File: src/rtl/ps2r_pkg.sv
package ps2r_pkg;
  typedef enum logic [1:0] {
    OFF_ID   = 2'd0,
    OFF_DATA = 2'd1,
    OFF_CTRL = 2'd2,
    OFF_STAT = 2'd3
  } ps2r_off_e;

  localparam int CB_LOOP = 1;
  localparam int CB_DIAG = 5;
  localparam int CB_DDIR = 6;
  localparam int CB_CDIR = 7;

  localparam int SB_RXNE = 0;
  localparam int SB_IRQ  = 4;
  localparam int SB_DSHD = 6;
  localparam int SB_CSHD = 7;
endpackage

File: src/rtl/ps2r_irq_merge.sv
module ps2r_irq_merge #(
  parameter int N = 2
) (
  input  logic [N-1:0] irq_in,
  output logic         irq_any
);
  assign irq_any = |irq_in;
endmodule

File: src/rtl/ps2r_port.sv
module ps2r_port
  import ps2r_pkg::*;
#(
  parameter int DW      = 8,
  parameter int PORT_ID = 0
) (
  input  logic          clk,
  input  logic          rst_n,
  input  logic          rd_sel,
  input  logic          wr_sel,
  input  logic [1:0]    off,
  input  logic [DW-1:0] wdata,
  input  logic          irq_any,
  output logic [DW-1:0] rd_word,
  output logic          irq_port,
  input  logic          rx_valid,
  input  logic [DW-1:0] rx_data,
  input  logic          rx_nonempty,
  output logic          rx_ready,
  input  logic          dev_irq,
  output logic          tx_strobe,
  output logic [DW-1:0] tx_data
);
  ps2r_off_e     reg_sel;
  logic [DW-1:0] ctrl_q, ctrl_d;
  logic [DW-1:0] lb_buf_q, lb_buf_d;
  logic          lb_full_q, lb_full_d;
  logic          lb_irq_q, lb_irq_d;
  logic          tx_stb_q, tx_stb_d;
  logic [DW-1:0] tx_data_q, tx_data_d;
  logic          loop_on;
  logic [DW-1:0] stat_word;

  assign reg_sel = ps2r_off_e'(off);
  assign loop_on = ctrl_q[CB_LOOP];

  always_comb begin
    ctrl_d    = ctrl_q;
    lb_buf_d  = lb_buf_q;
    lb_full_d = lb_full_q;
    lb_irq_d  = lb_irq_q;
    tx_stb_d  = 1'b0;
    tx_data_d = tx_data_q;
    if (wr_sel) begin
      case (reg_sel)
        OFF_CTRL: ctrl_d = wdata;
        OFF_DATA: begin
          if (loop_on) begin
            lb_buf_d  = wdata;
            lb_full_d = 1'b1;
            lb_irq_d  = 1'b1;
          end else begin
            tx_stb_d  = 1'b1;
            tx_data_d = wdata;
          end
        end
        default: ;
      endcase
    end
    if (rd_sel && reg_sel == OFF_DATA && loop_on) begin
      lb_full_d = 1'b0;
      lb_irq_d  = 1'b0;
    end
  end

  always_ff @(posedge clk or negedge rst_n) begin
    if (!rst_n) begin
      ctrl_q    <= '0;
      lb_buf_q  <= '0;
      lb_full_q <= 1'b0;
      lb_irq_q  <= 1'b0;
      tx_stb_q  <= 1'b0;
      tx_data_q <= '0;
    end else begin
      ctrl_q    <= ctrl_d;
      lb_buf_q  <= lb_buf_d;
      lb_full_q <= lb_full_d;
      lb_irq_q  <= lb_irq_d;
      tx_stb_q  <= tx_stb_d;
      tx_data_q <= tx_data_d;
    end
  end

  always_comb begin
    stat_word          = '0;
    stat_word[SB_RXNE] = loop_on ? lb_full_q : rx_nonempty;
    stat_word[SB_IRQ]  = irq_any;
    stat_word[SB_DSHD] = !(ctrl_q[CB_DIAG] && !ctrl_q[CB_DDIR]);
    stat_word[SB_CSHD] = !(ctrl_q[CB_DIAG] && !ctrl_q[CB_CDIR]);
  end

  always_comb begin
    case (reg_sel)
      OFF_ID:   rd_word = DW'(PORT_ID);
      OFF_DATA: rd_word = loop_on ? lb_buf_q : (rx_valid ? rx_data : '0);
      OFF_CTRL: rd_word = ctrl_q;
      default:  rd_word = stat_word;
    endcase
  end

  assign rx_ready  = rd_sel && reg_sel == OFF_DATA && !loop_on && rx_valid;
  assign irq_port  = lb_irq_q | dev_irq;
  assign tx_strobe = tx_stb_q;
  assign tx_data   = tx_data_q;
endmodule

File: src/rtl/ps2_dual_regif.sv
module ps2_dual_regif #(
  parameter int DW       = 8,
  parameter int NPORTS   = 2,
  parameter int WIN_BITS = 8
) (
  input  logic                 clk,
  input  logic                 rst_n,
  input  logic [8:0]           bus_addr,
  input  logic                 bus_wr,
  input  logic                 bus_rd,
  input  logic [DW-1:0]        bus_wdata,
  output logic [DW-1:0]        bus_rdata,
  output logic                 bus_rvalid,
  input  logic [NPORTS-1:0]    rx_valid,
  input  logic [NPORTS*DW-1:0] rx_data,
  output logic [NPORTS-1:0]    rx_ready,
  input  logic [NPORTS-1:0]    rx_nonempty,
  input  logic [NPORTS-1:0]    dev_irq,
  output logic [NPORTS-1:0]    tx_strobe,
  output logic [NPORTS*DW-1:0] tx_data,
  output logic                 irq
);
  localparam int PSW = (NPORTS > 1) ? $clog2(NPORTS) : 1;

  logic [PSW-1:0]    psel;
  logic [1:0]        off;
  logic [DW-1:0]     rd_words [NPORTS];
  logic [NPORTS-1:0] irq_ports;
  logic              irq_any;
  logic [DW-1:0]     rdata_q, rdata_d;
  logic              rvalid_q;

  assign psel = bus_addr[WIN_BITS +: PSW];
  assign off  = bus_addr[3:2];

  for (genvar gi = 0; gi < NPORTS; gi++) begin : g_port
    ps2r_port #(.DW(DW), .PORT_ID(gi)) u_port (
      .clk        (clk),
      .rst_n      (rst_n),
      .rd_sel     (bus_rd && psel == PSW'(gi)),
      .wr_sel     (bus_wr && psel == PSW'(gi)),
      .off        (off),
      .wdata      (bus_wdata),
      .irq_any    (irq_any),
      .rd_word    (rd_words[gi]),
      .irq_port   (irq_ports[gi]),
      .rx_valid   (rx_valid[gi]),
      .rx_data    (rx_data[gi*DW +: DW]),
      .rx_nonempty(rx_nonempty[gi]),
      .rx_ready   (rx_ready[gi]),
      .dev_irq    (dev_irq[gi]),
      .tx_strobe  (tx_strobe[gi]),
      .tx_data    (tx_data[gi*DW +: DW])
    );
  end

  ps2r_irq_merge #(.N(NPORTS)) u_irq (
    .irq_in (irq_ports),
    .irq_any(irq_any)
  );

  always_comb begin
    rdata_d = rdata_q;
    if (bus_rd) rdata_d = rd_words[psel];
  end

  always_ff @(posedge clk or negedge rst_n) begin
    if (!rst_n) begin
      rdata_q  <= '0;
      rvalid_q <= 1'b0;
    end else begin
      rdata_q  <= rdata_d;
      rvalid_q <= bus_rd;
    end
  end

  assign bus_rdata  = rdata_q;
  assign bus_rvalid = rvalid_q;
  assign irq        = irq_any;
endmodule

File: config.mk
export PLATFORM = sky130hd
export DESIGN_NAME = ps2_dual_regif
export DESIGN_NICKNAME = d
export VERILOG_FILES = /design/src/rtl/ps2r_pkg.sv /design/src/rtl/ps2r_irq_merge.sv /design/src/rtl/ps2r_port.sv /design/src/rtl/ps2_dual_regif.sv
export SDC_FILE = /design/constraint.sdc
export NUM_CORES = 1
export LEC_CHECK = 0
export BUFFER_PORTS_ARGS = -buffer_cell sky130_fd_sc_hd__clkbuf_2
export CORE_ASPECT_RATIO = 0.7
export CORE_MARGIN = 2
export CORE_UTILIZATION = 45
export CTS_CLUSTER_DIAMETER = 80
export DETAILED_ROUTE_END_ITERATION = 8
export GPL_TIMING_DRIVEN = 1
export PLACE_DENSITY = 0.72
export SLEW_MARGIN = 15
export SYNTH_ARGS = -nofsm -noshare
export SYNTH_HDL_FRONTEND = slang
export SYNTH_SLANG_ARGS = --single-unit
File: constraint.sdc
create_clock -name clk -period 1.3 [get_ports clk]
set_input_delay 0.26 -clock clk [delete_from_list [all_inputs] [get_ports clk]]
set_output_delay 0.26 -clock clk [all_outputs]
set_load 0.02 [all_outputs]
==> results.md <==
- Status: finished with violations
- Failing checks: setup timing
- Slew Limit Fails: 0
- Max Fanout on Critical Path: 4
- Tmin final: between 1.5 and 2 ns
- Most frequent CP cell: buf_6
- Crit start category: flip-flop
- Critical path endpoint category: flip-flop
- FFs w/ async S/R, synth: 100.0%
- Final Skew: 0.01121 ns
- Vias in the first global route: roughly 2500
- Area Overhead vs Synth: 44.53%
- RSZ-0062 raised after global routing: yes
- Final setup vio count: 44
- Post-synthesis register bit count: 61
- Share of cells above drive strength 1: 60.68%
- WP data required: about 1.5 ns
- DIE AREA: 0.007073 mm²
- R2R cell count: 8
- Routed Antenna Nets: 0
- Clock latency on the worst-skew pair: roughly 0.33 ns
- Critical path's largest stage delay: 0.42 ns
- CTS buffer count: 9
- FMAX: 0.5700 GHz
- Peak supply drop: 0.0009414 V
- Cell Pwr Density: between 1000 and 1500 mW/mm²
- Final Hold Fails: 0
- CP arrival: ~1.9 ns
- Die width: about 100 µm
- Area share of the largest cell type after synthesis: 52.95%
- Vias per inst: 5.678
- Cell Chain, Critical Path: buf_4, buf_6, buf_6, buf_6, buf_6, a21o_1, a222oi_1, o311ai_1
- Final Instance Area: 0.004167 mm²
- Measured slew at the worst slew-check pin: about 0.35 ns
- Fin crit share: 134.9%
- First-pass DRT Iterations: 5
- Hold WC Path Type: primary input to flip-flop
- Dpl cell area: 0.003607 mm²
- Max Cap Viol: 0
- First-iteration detailed-routing DRC count: 171
- Critical path buffers and inverters: 5
- GPL Wtd Cong: 0.8744
- Cell taking the most area after synthesis: dfrtp_1
- Synthesized Nets: 277
- HPWL after detailed placement: approximately 5300 µm
- Netlist cell types: 42
- Place WS: -0.3387 ns
- GRT Residual Overflow: 0
- Worst Setup Slack, final: -0.4543 ns
- # nets final: 390
- Post-synth EDFFs: 0
- Fill cell count: 449
- H-tree levels: 3
- Post-Layout Cell Count: about 430
- Critical path class: flip-flop to flip-flop
- Hold slack: 0.2623 ns
- Syn Area/Cell: 12.32 µm²
- Number of antenna diodes: 0
- Critical Path Stages: 8
- Top Ports: 73
- Slew margin rel.: between 70% and 80%
- Slowest stage cell on the critical path: dfrtp_1
- Tot GR Track Use: 25.21%
- Pin count of the biggest net entering global routing: 62
- DRC: 0
- Clk root buf: clkbuf_8
- CTS sink cnt: 61
- CTS tree: yes
- First-pass GRT wire length: 13420 µm
- Syn Std Cell Area: 0.002883 mm²
- Placed Instances: 398
- Top delay family on crit path: buffers and inverters
- Drt wl/cell: 19.85 µm
- Starting Density: 46.38%
- Post-layout util: between 60% and 70%
- WHS Path Cells: 2
- Number of buffers added on ports: 66
- Via count: 2436
- Syn. warnings: 0
- Leak: about 2 nW
- Register area share after synthesis: a little over half
- Die Ht: 70.97 µm
- Post-synthesis cell count: 234
- CTS Buffer Depth: 2
- Main area contributors after synthesis: dfrtp_1 53%, mux2_2 16%, mux2_4 4.2%
- Core Box Area: just over 0.006 mm²
- Post-Route WL: 8514 µm
- Top_reg_cell synth: dfrtp_1
- Cell row count: 24
- CTS clk-pin slew, worst paths: 0.07 ns
- Initial antenna violation count: 0
[layout by cell type (no fill, tap or decap), types with 2 or more instances in the layout]
| master | n |
|---|---|
| clkbuf_2 | 63 |
| dfrtp_1 | 61 |
| buf_4 | 36 |
| mux2_4 | 24 |
| mux2_2 | 24 |
| buf_6 | 14 |
| clkbuf_8 | 13 |
| nand2_1 | 12 |
| a21oi_1 | 7 |
| o21ai_0 | 7 |
| nor2_1 | 6 |
| inv_1 | 5 |
| a211oi_2 | 5 |
| a221oi_1 | 4 |
| nand3_1 | 4 |
| a21o_1 | 4 |
| buf_8 | 4 |
| buf_12 | 4 |
| a32o_2 | 3 |
| o32ai_1 | 3 |
| inv_2 | 2 |
| nor2b_1 | 2 |
| nand4_4 | 2 |
| nor2b_4 | 2 |
| nor2b_2 | 2 |
| a221o_1 | 2 |
| a41oi_1 | 2 |
| a22o_1 | 2 |
| a222oi_1 | 2 |
| nand4_1 | 2 |
| o311ai_1 | 2 |
| clkinvlp_4 | 2 |
[flip-flops by register name, indices dropped and copies added (netlist names)]
name                     flops
bus_rvalid                   1
bus_rdata                    8
g_port.u_port.tx_strobe      2
g_port.u_port.tx_data       16
g_port.u_port.lb_full_q      2
g_port.u_port.lb_buf_q      16
g_port.u_port.ctrl_q        16
[worst reg2reg max path, stage by stage, from the launching register on]
cell and delay, ns:
dfrtp_1 0.42, buf_4 0.16, buf_6 0.11, buf_6 0.11, buf_6 0.12, buf_6 0.12
a21o_1 0.17, a222oi_1 0.24, o311ai_1 0.16
[synthesized netlist by cell type (3+ instances only)]
cell,instances
clkbuf_1,6
a221oi_1,5
a32o_1,3
mux2_4,8
nor2b_1,6
dfrtp_1,61
a211oi_1,6
nand2_1,12
nand3_1,4
nor2_1,6
a21oi_1,8
buf_4,5
a21o_1,4
o32ai_1,4
inv_1,7
buf_2,8
o21ai_0,7
mux2_2,40
[per-stage QoR]
| step | setup TNS [ns] | total power [mW] |
|---|---|---|
| after floorplan | -2.094 | 3.657 |
| after global placement | -12.04 | 4.265 |
| after detailed placement | -13.49 | 4.311 |
| after CTS | -8.981 | 6.111 |
| after global routing | -13.63 | 6.493 |
| final | -11.48 | 6.198 |
[where the power goes]
group	switching, mW	internal, mW	leakage, nW
Sequential	0.319	2.38	0.747
Combinational	0.890	1.07	1.21
Clock	0.707	0.834	0.0905
[final cells by class]
class	instances	area [µm²]	area share [%]
inverter	7	26.28	0.6306
clock inverter	3	20.02	0.4805
timing repair buffer	123	907.1	21.77
sequential	61	1526	36.64
clock buffer	12	165.2	3.964
multi-input combinational	145	1424	34.17
tap	78	97.59	2.342
[final timing paths]
check / from / end / slack, ns
min in group asynchronous: rst_n / g_port[1].u_port.lb_buf_q[2] / 0.47
worst min register to register: g_port[1].u_port.ctrl_q[6] / g_port[1].u_port.ctrl_q[6] / 0.51
worst max register to register: g_port[0].u_port.ctrl_q[1] / bus_rdata[6] / -0.45
worst max-delay path: g_port[0].u_port.ctrl_q[1] / bus_rdata[6] / -0.45
worst min-delay path: bus_wdata[3] / g_port[0].u_port.tx_data[3] / 0.26
max in group asynchronous: rst_n / g_port[1].u_port.tx_data[4] / 0.53
[per-layer routing]
layer / global-route usage (%) / vias up / routed length, µm
met1: 35.67 / 1232 / 3830
met2: 38.81 / 102 / 4011
li1: - / 1094 / -
met3: 6.621 / 8 / 611
met4: 7.002 / 0 / 61
met5: 0 / - / 0
[repair_timing]
| item | CTS | global route |
|---|---|---|
| cloned | 3 | 0 |
| buffers inserted | 12 | 3 |
| setup endpoints to repair | 44 | 54 |
| resized for setup | 44 | 22 |
| pin swaps | 8 | 5 |
| hold endpoints to repair | 61 | 0 |
| hold buffers | 1 | 0 |
[cell families after synthesis]
| group | Yosys count | share of synthesized area, % |
|---|---|---|
| flip-flops | 61 | 52.95 |
| AO/OA/AOI/OAI | 52 | 13.41 |
| AND/OR/NAND/NOR | 43 | 8.464 |
| buffers and inverters | 29 | 5.035 |
| multiplexers | 49 | 20.14 |
Note: power is estimated with default switching activity, not from simulation.
